$ cat config.mk
export PLATFORM = sky130hd
export DESIGN_NAME = bbldo_ctrl
export DESIGN_NICKNAME = d
export VERILOG_FILES = /design/src/rtl/bbldo_pkg.sv /design/src/rtl/bbldo_reqedge.sv /design/src/rtl/bbldo_seq.sv /design/src/rtl/bbldo_ctrl.sv
export SDC_FILE = /design/constraint.sdc
export NUM_CORES = 1
export LEC_CHECK = 0
export ABC_AREA = 1
export BUFFER_PORTS_ARGS = -buffer_cell sky130_fd_sc_hd__buf_2
export CAP_MARGIN = 20
export CORE_ASPECT_RATIO = 0.8
export CORE_UTILIZATION = 32
export DETAILED_ROUTE_END_ITERATION = 10
export GPL_ROUTABILITY_DRIVEN = 0
export PLACE_DENSITY = 0.74
export REMOVE_ABC_BUFFERS = 1
export SLEW_MARGIN = 30
export SYNTH_ARGS = -nofsm -noshare
export SYNTH_HDL_FRONTEND = slang
export SYNTH_SLANG_ARGS = --single-unit
$ cat constraint.sdc
create_clock -name clk -period 1.04 [get_ports clk]
set_clock_uncertainty 0.1 [all_clocks]
set_input_delay 0.312 -clock clk [delete_from_list [all_inputs] [get_ports clk]]
set_output_delay 0.312 -clock clk [all_outputs]
set_load 0.02 [all_outputs]
$ cat src/rtl/bbldo_pkg.sv
package bbldo_pkg;

    // Operating-point select codes (bits 1:0)
    typedef enum logic [1:0] {
        OP_DEFAULT = 2'd0,
        OP_FAST    = 2'd1,
        OP_NOMINAL = 2'd2,
        OP_SLOW    = 2'd3
    } op_sel_e;

    // Regulator mode status codes (bits 4:3)
    typedef enum logic [1:0] {
        LM_BYPASS = 2'd0,
        LM_RSVD1  = 2'd1,
        LM_FBB    = 2'd2,
        LM_RSVD3  = 2'd3
    } ldo_mode_e;

    // Sequencer states
    typedef enum logic [0:0] {
        SQ_IDLE = 1'b0,
        SQ_RAMP = 1'b1
    } seq_state_e;

    // Field positions that software decodes
    localparam int SEL_LSB  = 0;
    localparam int SEL_MSB  = 1;
    localparam int REQ_BIT  = 2;
    localparam int STAT_LSB = 3;
    localparam int STAT_MSB = 4;
    localparam int BUSY_BIT = 6;
    localparam int USED_W   = 7;

    function automatic ldo_mode_e target_mode(input op_sel_e sel);
        ldo_mode_e m;
        unique case (sel)
            OP_FAST:    m = LM_FBB;
            OP_DEFAULT,
            OP_NOMINAL,
            OP_SLOW:    m = LM_BYPASS;
            default:    m = LM_BYPASS;
        endcase
        return m;
    endfunction

endpackage

$ cat src/rtl/bbldo_reqedge.sv
module bbldo_reqedge (
    input  logic clk,
    input  logic rst,
    input  logic set_i,
    input  logic clr_i,
    output logic req_o,
    output logic rise_o
);

    logic req_q;
    logic req_d;

    // Request bit: set by software only from 0, cleared only by hardware
    always_ff @(posedge clk) begin
        if (rst) begin
            req_q <= 1'b0;
        end else if (clr_i) begin
            req_q <= 1'b0;
        end else if (set_i) begin
            req_q <= 1'b1;
        end
    end

    // Delayed copy for 0-to-1 edge detection
    always_ff @(posedge clk) begin
        if (rst) begin
            req_d <= 1'b0;
        end else begin
            req_d <= req_q;
        end
    end

    assign req_o  = req_q;
    assign rise_o = req_q & ~req_d;

    AST_RISE_SINGLE: assert property (@(posedge clk) disable iff (rst)
        rise_o |=> !rise_o);

    AST_SET_TAKES: assert property (@(posedge clk) disable iff (rst)
        (set_i && !clr_i) |=> req_o);

endmodule

$ cat src/rtl/bbldo_seq.sv
module bbldo_seq
    import bbldo_pkg::*;
#(
    parameter int SETTLE_CYCLES = 16
) (
    input  logic      clk,
    input  logic      rst,
    input  logic      start_i,
    input  op_sel_e   sel_i,
    output logic      busy_o,
    output logic      done_o,
    output ldo_mode_e mode_o
);

    localparam int CNT_W = (SETTLE_CYCLES > 1) ? $clog2(SETTLE_CYCLES) : 1;
    localparam logic [CNT_W-1:0] CNT_LOAD = CNT_W'(SETTLE_CYCLES - 1);

    seq_state_e       state_q, state_d;
    logic [CNT_W-1:0] cnt_q;
    ldo_mode_e        tgt_q;
    ldo_mode_e        mode_q;
    logic             cnt_zero;

    assign cnt_zero = (cnt_q == '0);

    // State register
    always_ff @(posedge clk) begin
        if (rst) begin
            state_q <= SQ_IDLE;
        end else begin
            state_q <= state_d;
        end
    end

    // Next-state logic: launch, hold, retire
    always_comb begin
        state_d = state_q;
        unique case (state_q)
            SQ_IDLE: begin
                if (start_i) state_d = SQ_RAMP;
            end
            SQ_RAMP: begin
                if (cnt_zero) state_d = SQ_IDLE;
            end
            default: state_d = SQ_IDLE;
        endcase
    end

    // Counter, target capture and status commit
    always_ff @(posedge clk) begin
        if (rst) begin
            cnt_q  <= '0;
            tgt_q  <= LM_BYPASS;
            mode_q <= LM_BYPASS;
        end else begin
            unique case (state_q)
                SQ_IDLE: begin
                    if (start_i) begin
                        cnt_q <= CNT_LOAD;
                        tgt_q <= target_mode(sel_i);
                    end
                end
                SQ_RAMP: begin
                    if (cnt_zero) begin
                        mode_q <= tgt_q;
                    end else begin
                        cnt_q <= cnt_q - 1'b1;
                    end
                end
                default: ;
            endcase
        end
    end

    // Outputs
    always_comb begin
        busy_o = (state_q == SQ_RAMP);
        done_o = (state_q == SQ_RAMP) && cnt_zero;
        mode_o = mode_q;
    end

    AST_MODE_LEGAL: assert property (@(posedge clk) disable iff (rst)
        (mode_q == LM_BYPASS) || (mode_q == LM_FBB));

    AST_MODE_HELD: assert property (@(posedge clk) disable iff (rst)
        (busy_o && !done_o) |=> $stable(mode_q));

    AST_IDLE_MODE_HELD: assert property (@(posedge clk) disable iff (rst)
        (!busy_o) |=> $stable(mode_q));

    AST_CNT_RANGE: assert property (@(posedge clk) disable iff (rst)
        busy_o |-> (cnt_q <= CNT_LOAD));

endmodule

$ cat src/rtl/bbldo_ctrl.sv
module bbldo_ctrl
    import bbldo_pkg::*;
#(
    parameter int DATA_W        = 32,
    parameter int SETTLE_CYCLES = 16
) (
    input  logic              clk,
    input  logic              rst,
    input  logic              wr_en,
    input  logic [DATA_W-1:0] wr_data,
    output logic [DATA_W-1:0] rd_data
);

    localparam int PAD_W = DATA_W - USED_W;

    op_sel_e   sel_q;
    logic      req;
    logic      rise;
    logic      req_set;
    logic      busy;
    logic      done;
    ldo_mode_e mode;
    logic      unused_wr_bits;

    assign unused_wr_bits = ^wr_data[DATA_W-1:REQ_BIT+1];

    // Operating-point field: always writable
    always_ff @(posedge clk) begin
        if (rst) begin
            sel_q <= OP_DEFAULT;
        end else if (wr_en) begin
            sel_q <= op_sel_e'(wr_data[SEL_MSB:SEL_LSB]);
        end
    end

    // Software may only raise the request bit, and only from 0
    assign req_set = wr_en && wr_data[REQ_BIT] && !req;

    bbldo_reqedge u_req (
        .clk    (clk),
        .rst    (rst),
        .set_i  (req_set),
        .clr_i  (done),
        .req_o  (req),
        .rise_o (rise)
    );

    bbldo_seq #(
        .SETTLE_CYCLES (SETTLE_CYCLES)
    ) u_seq (
        .clk     (clk),
        .rst     (rst),
        .start_i (rise),
        .sel_i   (sel_q),
        .busy_o  (busy),
        .done_o  (done),
        .mode_o  (mode)
    );

    assign rd_data = {{PAD_W{1'b0}}, busy, 1'b0, mode, req, sel_q};

    AST_BUSY_NEEDS_REQ: assert property (@(posedge clk) disable iff (rst)
        busy |-> req);

    AST_REQ_HW_CLEAR: assert property (@(posedge clk) disable iff (rst)
        $fell(req) |-> ($past(busy) && !busy));

    AST_NO_ABORT: assert property (@(posedge clk) disable iff (rst)
        (busy && !done) |=> busy);

    AST_BUSY_AFTER_EDGE: assert property (@(posedge clk) disable iff (rst)
        $rose(busy) |-> $past(rise));

endmodule

==> results.cfg <==
[outcome]
status = complete, but fails checks
failed_checks = setup timing

[placed_design]
io_buffers = 10
place_hpwl_um = 929
placed_cells = 137
placed_area_um2 = 742

[finish]
nets = 162
fin_area_um2 = 987
final_cell_mix = 27 x conb_1, 13 x buf_4, 10 x nand2_1
layout.cells.non_filler = 148
diodes = 0
area_delta_synth_final_pct = 38.2
layout_commonest_cell = conb_1
drive_gt1_share_pct = 50.8
final_util_pct = 49.4

[critical_path]
cp_max_fo = 2
criticalPathCategory = flop to output pin
critPathArrivalTime_ns = 0.83
critPathLaunchType = flop
required_ns = 0.63
end_kind = output pin

[synth]
synth_area_leaders = dfxtp_1 31%, buf_4 30%, nand2_1 6.8%
synth.cell_area_um2 = 714
synth_area_leader_cell = dfxtp_1
avgSynthCellArea_um2 = 7.37
synth.top_cell.area_share_pct = 30.8
syn_inst = 97
ys_warn_count = 0
ys_seq_area_share_pct = 30.8
ys_types = 18
ys_ff_latch = 11

[sta]
holdWs_ns = 0.168
fin_crit_sh_pct = 120
setup_viol = 13
rsz0062_at_grt = true
max_freq_mhz = 803
final_max_slew_viol_count = 0
timing.final.ws_setup_ns = -0.206
hold_violations = 0
fin_crit_ns = 1.25

[floorplanning]
coreArea_mm2 = 0.00200
ios = 67
initial_core_util_pct = 35.8
num_rows = 14
die-area_mm2 = 0.00243
dieHeight_um = 44.3
die_x_um = 54.8

[power_and_ir_drop]
leakagePower_nw = 0.470
total_power_mw = 1.42
peakVddDrop_uv = 1120
p_per_area_mw_per_mm2 = 1440

[clock_tree]
clock_path_buffers = 2
h-tree-depth = 1
clkLatencyLatePin_ns = 0.27
path_clk_slew_ns = 0.07
cts_root_buffer = clkbuf_4
cts_tree = built
cts.sinks = 11
cts_buffers = 3

[global_routing]
antenna_found_initial = 0
overflow = 0
grt_pass1_vias = 549
grt_pass1_wl_mm = 2.27
grt_max_degree = 8
grt_usage_pct = 13.6

[routing]
wl_mm = 1.59
postRouteAntennaNets = 0
drc_errors = 0
via_per_inst = 4.03
wl_per_cell_um = 10.8
drtIter0Drc = 11
num_vias = 597
dr.pass1.iters = 4

[flow_run]
drv_cap = 0

[hold_path]
hp-class = input pin to flop
-- cell usage after synthesis (all sizes together) --
master and n:
dfxtp 11, nand3 7, or2 1, buf 29, clkinv 1, nor2 9
conb 1, nand2 14, inv 10, ha 2, o21ai 4, a21oi 8
-- layout make-up --
class	instances	area [µm²]
sequential	11	236
tap	24	30.0
multi-input combinational	72	429
clock buffer	3	22.5
inverter	11	51.3
fill	200	1010
clock inverter	1	5.00
timing repair buffer	26	213
-- cell families (layout without fill, tap and decap cells) --
group	count (synthesis)	in the layout	share of synthesized area, %
AND/OR/NAND/NOR	31	31	20.0
flip-flops	11	11	30.8
buffers and inverters	40	41	36.3
AO/OA/AOI/OAI	12	12	8.93
other	1	27	0.525
adder cells (fa/ha/maj)	2	2	3.50
-- registers in the layout, summed over array words and instances (netlist names) --
signal / count
u_req.req_o: 1
u_seq.cnt_q: 4
sel_q: 2
u_req.req_d: 1
u_seq.mode_o: 1
u_seq.busy_o: 1
u_seq.tgt_q: 1
-- through the flow --
| step | setup WS, ns | TNS, ns |
|---|---|---|
| floorplan | -0.158 | -0.630 |
| global placement | -0.161 | -0.709 |
| detailed placement | -0.217 | -1.05 |
| CTS | -0.203 | -1.04 |
| global route | -0.244 | -1.91 |
| finish | -0.206 | -1.48 |
-- worst paths after layout --
check | start | to | slack, ns | cells past startpoint
setup / recovery | u_req.req_o | rd_data[2] | -0.21 | 2
setup reg to reg | u_seq.cnt_q[0] | u_seq.cnt_q[2] | -0.18 | 7
hold reg to reg | u_seq.mode_o[1] | u_seq.mode_o[1] | 0.36 | 2
hold / removal | wr_data[1] | sel_q[1] | 0.17 | 3
-- layer usage --
metal	share of wire, %	vias to the layer above	global-route usage (%)
li1	-	301	-
met1	37	263	14.6
met2	56	29	24.6
met3	5.1	4	4.12
met4	1.7	0	4.62
met5	0	-	0
-- repair_timing --
action / CTS / global route
pin swaps: 1 / 9
buffers inserted: 3 / 4
endpoints found under the setup margin: 12 / 13
hold buffers: 0 / 0
gates resized for setup: 31 / 20
-- worst max-delay path: stages, from the launching register on --
cell and delay, ns:
dfxtp_2 0.33, buf_6 0.11, buf_6 0.12
-- where the power goes --
part | total [mW] | switching [mW] | internal, mW
sequential | 0.525 | 0.0514 | 0.473
clock | 0.302 | 0.159 | 0.143
combinational | 0.591 | 0.335 | 0.255
total | 1.42 | 0.546 | 0.871
(Power assumes the default switching activity.)
